File: src/rtl/timer_unit.sv
`timescale 1ns/1ps
module timer_unit #(
  parameter int NARROW_W = 16,
  parameter int WIDE_W   = 32,
  parameter int TS_W     = 40,
  parameter int DATA_W   = 32,
  parameter int ADDR_W   = 5
) (
  input  logic              clk,
  input  logic              rst_n,
  input  logic              slow_tick,
  input  logic              fast_tick,
  input  logic [ADDR_W-1:0] reg_addr,
  input  logic              reg_we,
  input  logic [DATA_W-1:0] reg_wdata,
  output logic [DATA_W-1:0] reg_rdata,
  output logic [2:0]        irq
);
  localparam int NCNT      = 3;
  localparam int TS_HI_W   = TS_W - DATA_W;
  localparam int TS_EN_BIT = 8;
  localparam logic [2:0] F_LOAD = 3'd0, F_VAL = 3'd1, F_CTRL = 3'd2, F_CLR = 3'd3;
  localparam logic [1:0] TS_UNIT = 2'd3;

  wire [1:0] unit = reg_addr[4:3];
  wire [2:0] fld  = reg_addr[2:0];

  logic [DATA_W-1:0] load_rd  [NCNT];
  logic [DATA_W-1:0] value_rd [NCNT];
  logic [7:0]        ctrl_rd  [NCNT];

  for (genvar g = 0; g < NCNT; g++) begin : g_cnt
    localparam int W = (g == NCNT-1) ? WIDE_W : NARROW_W;
    logic [W-1:0] load_q, val_q;
    logic en_q, per_q, slow_sel_q, irq_q;
    wire sel     = reg_we && (unit == 2'(g));
    wire tick    = en_q && (slow_sel_q ? slow_tick : fast_tick);
    wire at_zero = (val_q == '0);

    always_ff @(posedge clk) begin
      if (!rst_n) begin
        load_q <= '0; val_q <= '0;
        en_q <= 1'b0; per_q <= 1'b0; slow_sel_q <= 1'b0; irq_q <= 1'b0;
      end else begin
        if (sel && fld == F_CTRL)
          {en_q, per_q, slow_sel_q} <= {reg_wdata[7], reg_wdata[6], reg_wdata[3]};
        if (sel && fld == F_LOAD) begin
          load_q <= reg_wdata[W-1:0];
          val_q  <= reg_wdata[W-1:0];
        end else if (tick) begin
          val_q <= at_zero ? (per_q ? load_q : '1) : val_q - 1'b1;
        end
        if (tick && at_zero)           irq_q <= 1'b1;
        else if (sel && fld == F_CLR)  irq_q <= 1'b0;
      end
    end

    assign irq[g]      = irq_q;
    assign load_rd[g]  = DATA_W'(load_q);
    assign value_rd[g] = DATA_W'(val_q);
    assign ctrl_rd[g]  = {en_q, per_q, 2'b00, slow_sel_q, 3'b000};
  end

  logic [TS_W-1:0] ts_q;
  logic            ts_en_q;

  always_ff @(posedge clk) begin
    if (!rst_n) begin
      ts_q <= '0; ts_en_q <= 1'b0;
    end else begin
      if (reg_we && unit == TS_UNIT && fld == F_VAL) ts_en_q <= reg_wdata[TS_EN_BIT];
      if (ts_en_q && fast_tick) ts_q <= ts_q + 1'b1;
    end
  end

  always_comb begin
    reg_rdata = '0;
    if (unit == TS_UNIT) begin
      if (fld == 3'd0) reg_rdata = ts_q[DATA_W-1:0];
      else if (fld == 3'd1) begin
        reg_rdata[TS_HI_W-1:0] = ts_q[TS_W-1:DATA_W];
        reg_rdata[TS_EN_BIT]   = ts_en_q;
      end
    end else begin
      case (fld)
        F_LOAD:  reg_rdata = load_rd[unit];
        F_VAL:   reg_rdata = value_rd[unit];
        F_CTRL:  reg_rdata[7:0] = ctrl_rd[unit];
        default: reg_rdata = '0;
      endcase
    end
  end
endmodule


File: config.mk
export PLATFORM = sky130hd
export DESIGN_NAME = timer_unit
export DESIGN_NICKNAME = d
export VERILOG_FILES = /design/src/rtl/timer_unit.sv
export SDC_FILE = /design/constraint.sdc
export NUM_CORES = 1
export LEC_CHECK = 0
export BUFFER_PORTS_ARGS = -buffer_cell sky130_fd_sc_hd__buf_2
export CORE_ASPECT_RATIO = 1.25
export CORE_UTILIZATION = 45
export DETAILED_ROUTE_END_ITERATION = 8
export PLACE_DENSITY = 0.62
export SYNTH_ARGS = -nofsm -noshare
export SYNTH_HDL_FRONTEND = slang
export SYNTH_SLANG_ARGS = --single-unit
File: constraint.sdc
create_clock -name clk -period 2.55 [get_ports clk]
set_input_delay 0.1275 -clock clk [delete_from_list [all_inputs] [get_ports clk]]
set_output_delay 0.1275 -clock clk [all_outputs]
set_load 0.005 [all_outputs]
## Word-level counts from Yosys, hierarchy flattened

Index checks and enable logic that the tools add are counted.
W data, S select, Z words.

- Word-level logic and storage cells: 100
- Output and inout bits: 35
- Register bits after elaboration: 181
- Bits of input ports: 42

- Bitwise gates (word level): 1
- Muxes and demuxes: 36
- Add/sub/neg operators: 4
- Reductions and logical operators: 32
- Eq/ne operators: 6
- Magnitude comparators: 1

Operators with widths:

| cell | number |
|---|---|
| $mux W32 | 9 |
| $bmux W32 S2 | 2 |
| $mux W16 | 8 |
| $pmux W24 S2 | 1 |
| $add A40 B1 Y40 const B | 1 |
| $logic_not A16 Y1 | 2 |
| $logic_not A32 Y1 | 1 |
| $sub A16 B1 Y16 const B | 2 |
| $sub A32 B1 Y32 const B | 1 |
| $pmux W8 S3 | 1 |
| $mux W23 | 1 |
| $logic_and A1 B1 Y1 | 21 |
| $mux W9 | 2 |
| $bmux W8 S2 | 1 |
| $mux W8 | 2 |
| $reduce_bool A2 Y1 | 6 |
| $mux W1 | 9 |
| $eq A3 B2 Y1 const B | 2 |
| $eq A2 B2 Y1 const B | 2 |
| $eq A3 B1 Y1 const B | 1 |
| $ge A3 B3 Y1 const B | 1 |
| $logic_not A3 Y1 | 1 |
| $not A2 Y3 | 1 |
| $eq A2 B1 Y1 const B | 1 |
| $logic_not A2 Y1 | 1 |

## Logic depth before layout (Yosys ltp)

Gate-level depths: netlist (run 1).

- Word-level depth: 6
- Depth in mapped cells: 9
- Gate-level depth less buffers: 7

## Worst setup path before layout (run 1)

Ideal clock, no wire load.

- Kind: register -> register
- Start point: register g_cnt[2].val_q[17]
- End point: register g_cnt[2].val_q[13]
- Slack: 0.070 ns
- Period minus slack after synthesis: 2.480 ns
- Arrival time: 2.363 ns
- Library setup time: 0.117 ns
- Stages on the path, launching flop included: 10
- Path buffers: 4
- Data required time: 2.433 ns
- Path through: dfxtp_1 > or4_4 > buf_6 > or4_4 > buf_6 > nor3_4 > buf_6 > buf_8 > nand3b_1 > a32o_1

- Longest elaborated chain between the ends: 4

RTL lines:

| what | line | source |
|---|---|---|
| start, declared | 34 | `logic [W-1:0] load_q, val_q;` |
| start signal, assigned | 49 | `val_q <= reg_wdata[W-1:0];` |
| start signal, assigned | 51 | `val_q <= at_zero ? (per_q ? load_q : '1) : val_q - 1'b1;` |
| $logic_not A32 Y1 | 38 | `wire at_zero = (val_q == '0);` |
| $mux W32 | 51 |  |
| $mux W32 | 50 | `end else if (tick) begin` |
| $mux W32 | 47 | `if (sel && fld == F_LOAD) begin` |

Every way passes these cells. The select of a mux whose other input is x is not followed.
A chain may end at the register's enable or synchronous reset.

## Worst setup path after layout (run 1)

- Start point: register g_cnt[2].val_q[17]
- End point: register g_cnt[2].val_q[4]

Same word-level chain as after synthesis.

==> results.md, run 1 <==
* Place WS at approximately 0.022 ns
* Seq pwr share at 43.6%
* Starting Density at 45.7%
* Crit Path Category: reg -> reg
* Outcome: finished, final reports clean
* First drt pass iteration count at 5
* Die area at roughly 25000 um^2
* H-tree depth at 4
* Ys async rst share at 0%
* Port bufs at between 70 and 80
* Core Util, Final at roughly 54%
* Psw at 0.00181 W
* Combinational fraction of design power at 13.8%
* Routability cong. at 0.968
* Flop2flop setup slack at 0.14 ns
* Met3 usage at 4.19%
* CP arrival at 2.74 ns
* Crit path required time at 2.88 ns
* Share of total power in the clock network at between 40% and 50%
* Most used flip-flop cell after synthesis: dfxtp_1
* Initial drt markers at 1069
* Count leader, synth: nand2_1
* Fin Hold WS at 0.0232 ns
* Clock period minus worst slack at 2.41 ns
* Tightest Pin Transition at between 1 and 1.5 ns
* PnR worst setup slack at 0.138 ns
* Unrepaired setup endpoints after global routing: false
* Diode count at 0
* Row count at 63
* DR WL/cell at 22.4 um
* VDD IR max at 0.000445 V
* Pint at ~0.0048 W
* P per Cell Area at 518 nW/um^2
* Core area at 23600 um^2
* CTS tree: done
* Root Buffer: clkbuf_16
* Vias in the first global route at between 10000 and 15000
* Sw Share at 27.4%
* Area growth, synth to finish at 17.8%
* Final period utilization at 94.6%
* Clk buf depth at 2
* Startpoint Class: flop
* Layout cells sized above 1 at 15.9%
* Fin Setup TNS at 0 ns
* Commonest cells in the synthesized netlist: 220 x nand2_1, 181 x dfxtp_1, 132 x a21oi_1
* Synthesized instance count at 1415
* Global-route wire length before repair at 63700 um
* Worst skew pair latency at 0.44 ns
* GRT Max-Usage Layer: met2
* Post-DP HPWL at approximately 30000 um
* Largest net degree at the start of global routing at 117
* # DRC at 0
* Post-synth EDFFs at 0
* I/O Pins at 77
* Avg Cell Area, Syn at 7.63 um^2
* DRT Wirelength at 40900 um
* Via Count at 11609
* ANT nets after route at 0
* Area contributors post-synth: dfxtp_1 34%, nand2_1 7.6%, a21oi_1 6.1%
* Max Cap Violations at 0
* Flop and latch count out of synthesis at 181
* GR Util met2 at 54.3%
* Synth area leader: dfxtp_1
* Total power draw at 0.00660 W
* Pleak at 4.68 nW
* Initial antenna violation count at 0
* Max FO, Critical Path at 16
* Syn nets at 1464
* Max-slew headroom at 23.8%
* Sink Count at 181
* Inserted Clock Buffers at 17
* Met1 Usage GRT at between 40% and 50%
* Synth top area share at between 30% and 40%
* Overall Global Routing Usage at 33.8%
* Vias per cell at 6.36
* Max Clock Skew at 0.00913 ns
* GRT Residual Overflow at 0
* Maximum clock rate at 415 MHz
* DIE WIDTH at 141 um
* Synthesis Warnings at 0
* Hold Crit Class: in -> reg
* Nets at around 1600
* Critical Path End Type: flop
* Final hold viol count at 0
* Die Ht at 175 um
* Synth Cell Area at between 10000 and 15000 um^2
* Clk slew on worst S/H paths at approximately 0.070 ns
* Post-synthesis sequential area ratio at 33.5%
* # setup viols final at 0
* Final Max Slew Viols at 0
* Cell variety after synth at 78
## sequential cells by signal, summed over array words and instances (netlist names)
register and cells:
g_cnt.load_q 64, g_cnt.val_q 64, ts_q 40, g_cnt.en_q 3
g_cnt.irq_q 3, g_cnt.per_q 3, g_cnt.slow_sel_q 3, ts_en_q 1
## critical path: stages, from the launching register on
cell and delay [ns]:
dfxtp_1 0.32, or4_4 0.59, or4_4 0.58, nor3_4 0.27, buf_12 0.18, nand3b_1 0.09, a32o_1 0.27
## layer usage
layer / up-vias / routed length, um
met5: - / 0
met4: 0 / 2540
met3: 112 / 2740
met2: 545 / 18700
met1: 5543 / 16900
li1: 5409 / -
## worst paths after layout
kind,start,end,cells past startpoint
setup / recovery,g_cnt[2].val_q[17],g_cnt[2].val_q[4],6
hold / removal,reg_wdata[9],g_cnt[2].load_q[9],3
setup reg to reg,g_cnt[2].val_q[17],g_cnt[2].val_q[4],6
hold reg to reg,g_cnt[2].load_q[16],g_cnt[2].load_q[16],2
## stage by stage
step	instance area (um^2)	std cells
after global placement	11900	1772
after detailed placement	11900	1772
after floorplan	10800	1415
after global routing	12700	1824
after CTS	12700	1824
final	12700	1824
## power by group through the flow
stage          clock network [W]  registers (W)  logic [W]
6_report                 0.00281        0.00288   0.000911
5_1_grt                  0.00296        0.00288   0.000979
4_1_cts                  0.00284        0.00287   0.000891
3_5_place_dp                   0        0.00294   0.000859
3_3_place_gp                   0        0.00294   0.000863
2_1_floorplan                  0        0.00293   0.000541
## final cells by class
| class | count | area, um^2 |
|---|---|---|
| Clock inverter | 11 | 151 |
| Clock buffer | 19 | 453 |
| Sequential cell | 181 | 3620 |
| Fill cell | 2293 | 10900 |
| Multi-Input combinational cell | 1086 | 6610 |
| Inverter | 42 | 160 |
| Timing Repair Buffer | 193 | 1360 |
| Tap cell | 292 | 365 |
## kinds of logic after synthesis
logic type | after synthesis | synth area share, %
AND/OR/NAND/NOR | 570 | 26.2
AO/OA/AOI/OAI | 405 | 24.0
flip-flops | 181 | 33.5
buffers and inverters | 148 | 5.60
XOR/XNOR | 53 | 4.30
multiplexers | 51 | 5.58
adder cells (fa/ha/maj) | 7 | 0.811
## placed cells by master, fill, tap and decap left out, types with 14 or more instances in the layout
master         synthesis  layout
inv_1                 41      41
dfxtp_1              181     181
xor2_1                21      21
clkbuf_16              0      17
o21ai_0              104     103
dlygate4sd3_1          0      22
or4_1                 16      15
nor3_1                30      29
a22oi_1               20      20
or3_1                 17      17
nor4_1                26      24
buf_4                  3      91
mux2i_1               40      40
nor2_1                96      95
buf_2                  2      76
a21oi_1              132     132
nand3b_1              17      17
o31ai_1               14      14
nand4_1               24      24
nand3_1               56      55
nand2_1              220     220
xnor2_1               32      32
a32o_1                15      15
## timing repair
action                                 4_1_cts  5_1_grt
hold buffers                                22        0
setup endpoints to repair                    1       13
endpoints found under the hold margin       26        0
buffers inserted                             0        0
resized for setup                            1        3
Power figures use the tool's default switching activity.
==> run 2: changes to the inputs <==
- ABC_AREA: default -> 1
- CAP_MARGIN: default -> 10
- MAX_ROUTING_LAYER: default -> met4
==> run 2 against run 1 <==
Compared with the run above:
- core utilization shrank 2.1 points
- final cell count up 25%
- critical endpoint is now reg_rdata[6]
- worst setup slack better by 0.11 ns
- critical path type is now reg -> out
- clock power fell by 6%
==> results.md, run 2 <==
* RR Startpoint: ts_q[1]
* Routability cong. at 1.11 (+14%)
* I/O Pins at 77 (unchanged)
* Die Ht at 180 um (+2.7%)
* Die area at 26000 um^2 (+5.5%)
* Initial antenna violation count at 0 (unchanged)
* CP arrival at 2.17 ns (-0.57 ns)
* Final Max Slew Viols at 0 (unchanged)
* DR WL/cell at 18.9 um (-16%)
* Post-synth EDFFs at 0 (unchanged)
* P per Cell Area at 527 nW/um^2 (+1.6%)
* CTS tree: done
* Synth Cell Area at 11400 um^2 (+5.6%)
* # DRC at 0 (unchanged)
* Pleak at 5.21 nW (+11%)
* R2r endpoint: ts_q[24]
* H-tree depth at 4 (unchanged)
* Area growth, synth to finish at 11.8%
* Final hold viol count at 0 (unchanged)
* Max Cap Violations at 0 (unchanged)
* Total power draw at 0.00672 W (+1.8%)
* Post-DP HPWL at 32100 um (+7.5%)
* Most used flip-flop cell after synthesis: dfxtp_1
* Nets at 1978 (+26%)
* Startpoint Class: flop
* DIE WIDTH at 144 um (+2.7%)
* Tightest Pin Transition at 0.785 ns (-0.354 ns)
* Clock period minus worst slack at 2.30 ns (-0.110 ns)
* Max Clock Skew at 0.0136 ns (+0.00445 ns)
* CP max-delay cell: inv_1
* Root Buffer: clkbuf_16
* Hold Crit Class: in -> reg
* Max-slew headroom at 47.6% (+24 points)
* Worst path max stage delay at 0.43 ns (-0.16 ns)
* Post-synthesis sequential area ratio at 31.8% (-1.8 points)
* CP endpoint: reg_rdata[6]
* Worst skew pair latency at 0.45 ns (about the same)
* Clk buf depth at 2 (unchanged)
* Core area at 24700 um^2 (+4.3%)
* Overall Global Routing Usage at 34.4% (+0.62 points)
* Port bufs at 76 (unchanged)
* Synthesis Warnings at 0 (unchanged)
* Global-route wire length before repair at 66400 um (+4.3%)
* Cts repair resizes at 0 (-1)
* Flop2flop setup slack at 0.52 ns (+0.38 ns)
* Diode count at 0 (unchanged)
* Flop and latch count out of synthesis at 181 (unchanged)
* Layout cells sized above 1 at 9.11% (-6.7 points)
* Unrepaired setup endpoints after global routing: false
* Maximum clock rate at 434 MHz (+4.8%)
* R2R depth at 10 (+4)
* Inserted Clock Buffers at 17 (unchanged)
* Clk slew on worst S/H paths at 0.08 ns (about the same)
* Crit Path Category: reg -> out
* Final period utilization at 90.3% (-4.3 points)
* Count leader, synth: nand2_1
* GRT Residual Overflow at 0 (unchanged)
* Vias per cell at 5.60 (-12%)
* Syn nets at 1921 (+31%)
* Critical path launch point: g_cnt[1].per_q
* Synthesized instance count at 1872 (+32%)
* First drt pass iteration count at 5 (unchanged)
* Synth area leader: dfxtp_1
* Vias in the first global route at 11831 (+8.8%)
* Row count at 64 (+1.6%)
* Cell variety after synth at 44 (-44%)
* # setup viols final at 0 (unchanged)
* Commonest non-fill, non-tap cells in the layout: 508 x nand2_1, 212 x nor2_1, 200 x inv_1, 189 x a21oi_1, 181 x dfxtp_1
* Critical Path End Type: output port
* Starting Density at 46.2% (+0.57 points)
* Avg Cell Area, Syn at 6.09 um^2 (-20%)
* Via Count at 12716 (+9.5%)
* Synth top area share at 31.8% (-1.8 points)
* Cells along the critical path: inv_1, o22ai_1, o21ai_0, nand2_1, a21oi_1, o221ai_1, buf_2
* Commonest cells in the synthesized netlist: 508 x nand2_1, 212 x nor2_1, 201 x inv_1
* Outcome: finished, final reports clean
* DRT Wirelength at 42900 um (+4.7%)
* Initial drt markers at 1095 (+2.4%)
* Commonest non-fill, non-tap cell in the layout: nand2_1
* Largest registers: g_cnt.load_q: 64 flops, g_cnt.val_q: 64 flops, ts_q: 40 flops
* ANT nets after route at 0 (unchanged)
* Sink Count at 181 (unchanged)
* Max FO, Critical Path at 14 (-2)
* Fin Setup TNS at 0 ns (unchanged)
* Largest net degree at the start of global routing at 51 (-56%)
* VDD IR max at 0.000446 V (+0.30%)
* Area contributors post-synth: dfxtp_1 32%, nand2_1 17%, a21oi_1 8.3%
* Ys async rst share at 0% (unchanged)
* Crit path required time at 2.42 ns (-0.46 ns)
-- run 2: worst min-delay path by stage --
| stage | start | to | cells past startpoint |
|---|---|---|---|
| 2_1_floorplan | rst_n | g_cnt[2].per_q | 2 |
| 3_3_place_gp | reg_wdata[27] | g_cnt[2].load_q[27] | 3 |
| 6_report | reg_wdata[17] | g_cnt[2].load_q[17] | 3 |
| 3_5_place_dp | reg_wdata[26] | g_cnt[2].load_q[26] | 3 |
| 5_1_grt | reg_wdata[17] | g_cnt[2].load_q[17] | 3 |
| 4_1_cts | reg_wdata[0] | g_cnt[1].load_q[0] | 3 |
-- run 2: cell families after synthesis --
| kind of cell | share of synthesized area [%] |
|---|---|
| and+or+nand+nor | 34.3 |
| AOI/OAI and AO/OA | 20.4 |
| buffers and inverters | 10.2 |
| DFF | 31.8 |
| xor gates and xnor gates | 2.53 |
| adders and majority gates | 0.768 |
-- run 2: area by class of cell --
cell class                 count  area, um^2
fill                        2682       11900
multi-input combinational   1401        6620
sequential                   181        3620
inverter                     211         796
timing repair buffer         117         748
clock buffer                  19         433
tap                          330         413
clock inverter                13         124
-- run 2: repair_timing --
item                      CTS  global route
hold buffers               14             0
setup buffers               0             0
hold endpoints to repair   14             0
-- run 2: critical path, delay by kind of cell, from the launching register on --
kind	cells	cell delay [ns]
DFF	1	0.39
and+or+nand+nor	1	0.06
AOI/OAI and AO/OA	4	0.68
buffers and inverters	2	0.59
-- run 2: routing by layer --
layer	routed length, um	vias to the layer above	global-route usage [%]	part of all wire, %
li1	-	6239	-	-
met1	17200	5824	40.8	40
met2	20200	518	55.0	47
met3	2840	135	5.27	6.6
met5	0	-	-	0
met4	2600	0	19.5	6.1
-- run 2: power breakdown --
part           total, W  internal [W]  switching, W  leakage, nW
combinational   0.00121      0.000380      0.000825         3.48
clock           0.00263       0.00136       0.00126        0.270
sequential      0.00288       0.00285     0.0000314         1.46
total           0.00672       0.00460       0.00212         5.21
-- run 2: through the flow --
stage               hold slack (ns)  area (um^2)  instances  util (%)  setup WS (ns)
finish                      0.00188        12800       2272      51.7          0.248
global route                 0.0192        12800       2272      51.7          0.128
CTS                         0.00510        12800       2272      51.7          0.237
detailed placement            0.409        12100       2226      48.9          0.533
global placement              0.404        12100       2226      48.9          0.574
floorplan                     0.266        11400       1872         -          0.820
==> run 3: changes to the inputs <==
- PLACE_DENSITY: 0.62 -> 0.59
- clock period: 2.55 -> 2.7 ns (I/O delays scaled with it)
==> run 3 against run 2 <==
Compared with the run above:
- clock power hardly changed
- sequential cell count stayed put
- die area stayed put
- clock skew is 0.0043 ns lower
- sequential share of layout area is 0.17 points lower
- global-route usage is 2.1 points higher
- cell area is 0.61% higher
- non-clock buffer count is 6 higher
- sequential power is 6% lower
- critical endpoint unchanged
==> results.md, run 3 (same netlist as run 2, synthesis figures left out) <==
* Cts repair resizes at 0 (unchanged)
* Pleak at 5.25 nW (+0.74%)
* DR WL/cell at 19.9 um (+5.4%)
* Tightest Pin Transition at 0.760 ns (-0.0242 ns)
* Worst path max stage delay at 0.46 ns (+0.03 ns)
* Row count at 64 (unchanged)
* Place WS at 0.597 ns (+0.0641 ns)
* Via Count at 12684 (-0.25%)
* CTS tree: done
* Maximum clock rate at 440 MHz
* Crit Path Category: reg -> out
* Crit path required time at 2.57 ns (+0.15 ns)
* Fin Hold WS at 0.0196 ns (+0.0177 ns)
* ANT nets after route at 0 (unchanged)
* P per Cell Area at 511 nW/um^2 (-3.0%)
* CP max-delay cell: inv_1
* Delay-heaviest family, CP: buffers and inverters
* Routability cong. at 1.01 (-8.5%)
* Max Cap Violations at 0 (unchanged)
* I/O Pins at 77 (unchanged)
* Post-layout instance area at 12800 um^2 (+0.61%)
* Max Clock Skew at 0.00927 ns (-0.00430 ns)
* VDD IR max at 0.000443 V (-0.81%)
* Commonest non-fill, non-tap cells in the layout: 508 x nand2_1, 212 x nor2_1, 200 x inv_1, 189 x a21oi_1, 181 x dfxtp_1
* Die area at 26000 um^2 (unchanged)
* Largest net degree at the start of global routing at 53 (+3.9%)
* DRT Wirelength at 45300 um (+5.6%)
* Initial antenna violation count at 0 (unchanged)
* Root Buffer: clkbuf_16
* Starting Density at 46.2% (unchanged)
* Layout cells sized above 1 at 9.30% (+0.18 points)
* Die Ht at 180 um (unchanged)
* Clock period minus worst slack at 2.28 ns
* H-tree depth at 4 (unchanged)
* Worst skew pair latency at 0.46 ns (about the same)
* # setup viols final at 0 (unchanged)
* Max-slew headroom at 48.9% (+1.3 points)
* Diode count at 0 (unchanged)
* First drt pass iteration count at 5 (unchanged)
* Cells along the critical path: inv_1, nor2_1, o21ai_0, nand2_1, a21oi_1, o221ai_1, buf_2
* Fin Setup TNS at 0 ns (unchanged)
* Post-DP HPWL at 34300 um (+7.1%)
* GRT Residual Overflow at 0 (unchanged)
* Core area at 24700 um^2 (unchanged)
* Final hold viol count at 0 (unchanged)
* DIE WIDTH at 144 um (unchanged)
* Final period utilization at 84.3%
* CP Buf/Inv Count at 2 (unchanged)
* Final Max Slew Viols at 0 (unchanged)
* # DRC at 0 (unchanged)
* Max FO, Critical Path at 15 (+1)
* Largest registers: g_cnt.load_q: 64 flops, g_cnt.val_q: 64 flops, ts_q: 40 flops
* Global-route wire length before repair at 69200 um (+4.2%)
* Clk slew on worst S/H paths at 0.07 ns (about the same)
* PnR worst setup slack at 0.425 ns (+0.176 ns)
* Initial drt markers at 1122 (+2.5%)
* Commonest non-fill, non-tap cell in the layout: nand2_1
* Area growth, synth to finish at 12.5%
* Sink Count at 181 (unchanged)
* Hold Crit Class: in -> reg
* Overall Global Routing Usage at 36.6% (+2.1 points)
* Clk buf depth at 2 (unchanged)
* Nets at 1984 (+0.30%)
* DP Area at 12100 um^2 (+0.15%)
* Startpoint Class: flop
* Core Util, Final at 52.0% (+0.31 points)
* CP arrival at 2.14 ns (-0.03 ns)
* Unrepaired setup endpoints after global routing: false
* Critical Path End Type: output port
* Vias per cell at 5.57 (-0.47%)
* Port bufs at 76 (unchanged)
* Outcome: finished, final reports clean
* Vias in the first global route at 12075 (+2.1%)
* Inserted Clock Buffers at 17 (unchanged)
-- run 3: cell types whose count changed in the layout (fill, tap and decap cells not counted), sizes merged --
cell	change
dlygate4sd3	+2
clkinv	-1
inv	-3
bufinv	+2
clkinvlp	+1
buf	+4
-- run 3: worst min-delay path, delay by kind of cell --
kind | cells | cell delay [ns]
compound gates | 1 | 0.06
buf+inv | 1 | 0.14
simple gates | 1 | 0.09
-- run 3: layout make-up --
class	count	area, um^2
Clock buffer	19	443
Inverter	211	796
Timing Repair Buffer	123	786
Clock inverter	12	154
Fill cell	2727	11800
Tap cell	330	413
Sequential cell	181	3620
Multi-Input combinational cell	1401	6620
-- run 3: final timing paths --
check | slack (ns) | from | depth (start not counted) | end
setup reg to reg | 0.57 | ts_q[1] | 10 | ts_q[36]
hold reg to reg | 0.46 | g_cnt[0].load_q[11] | 2 | g_cnt[0].load_q[11]
hold / removal | 0.02 | reg_wdata[5] | 3 | g_cnt[0].load_q[5]
setup / recovery | 0.42 | g_cnt[0].per_q | 7 | reg_rdata[6]
-- run 3: report_power, final --
part	switching [W]	internal (W)
Clock	0.00118	0.00148
Sequential	0.0000288	0.00269
Combinational	0.000812	0.000360
Total	0.00202	0.00453
-- run 3: layer usage --
| metal | share of wire [%] | track usage (%) | vias up | routed length (um) |
|---|---|---|---|---|
| met3 | 6.1 | 5.22 | 140 | 2740 |
| met4 | 5.7 | 20.0 | 0 | 2600 |
| met1 | 40 | 42.2 | 5804 | 18100 |
| li1 | - | - | 6250 | - |
| met2 | 48 | 60.2 | 490 | 21800 |
| met5 | 0 | - | - | 0 |
-- run 3: metrics by stage --
stage | power, W | cells
floorplan | 0.00357 | 1872
global placement | 0.00392 | 2230
detailed placement | 0.00392 | 2230
CTS | 0.00656 | 2277
global route | 0.00680 | 2277
finish | 0.00655 | 2277
-- run 3: what timing repair did --
action,in CTS,in global routing
buffers inserted,0,0
hold buffers,16,0
endpoints found under the hold margin,16,0
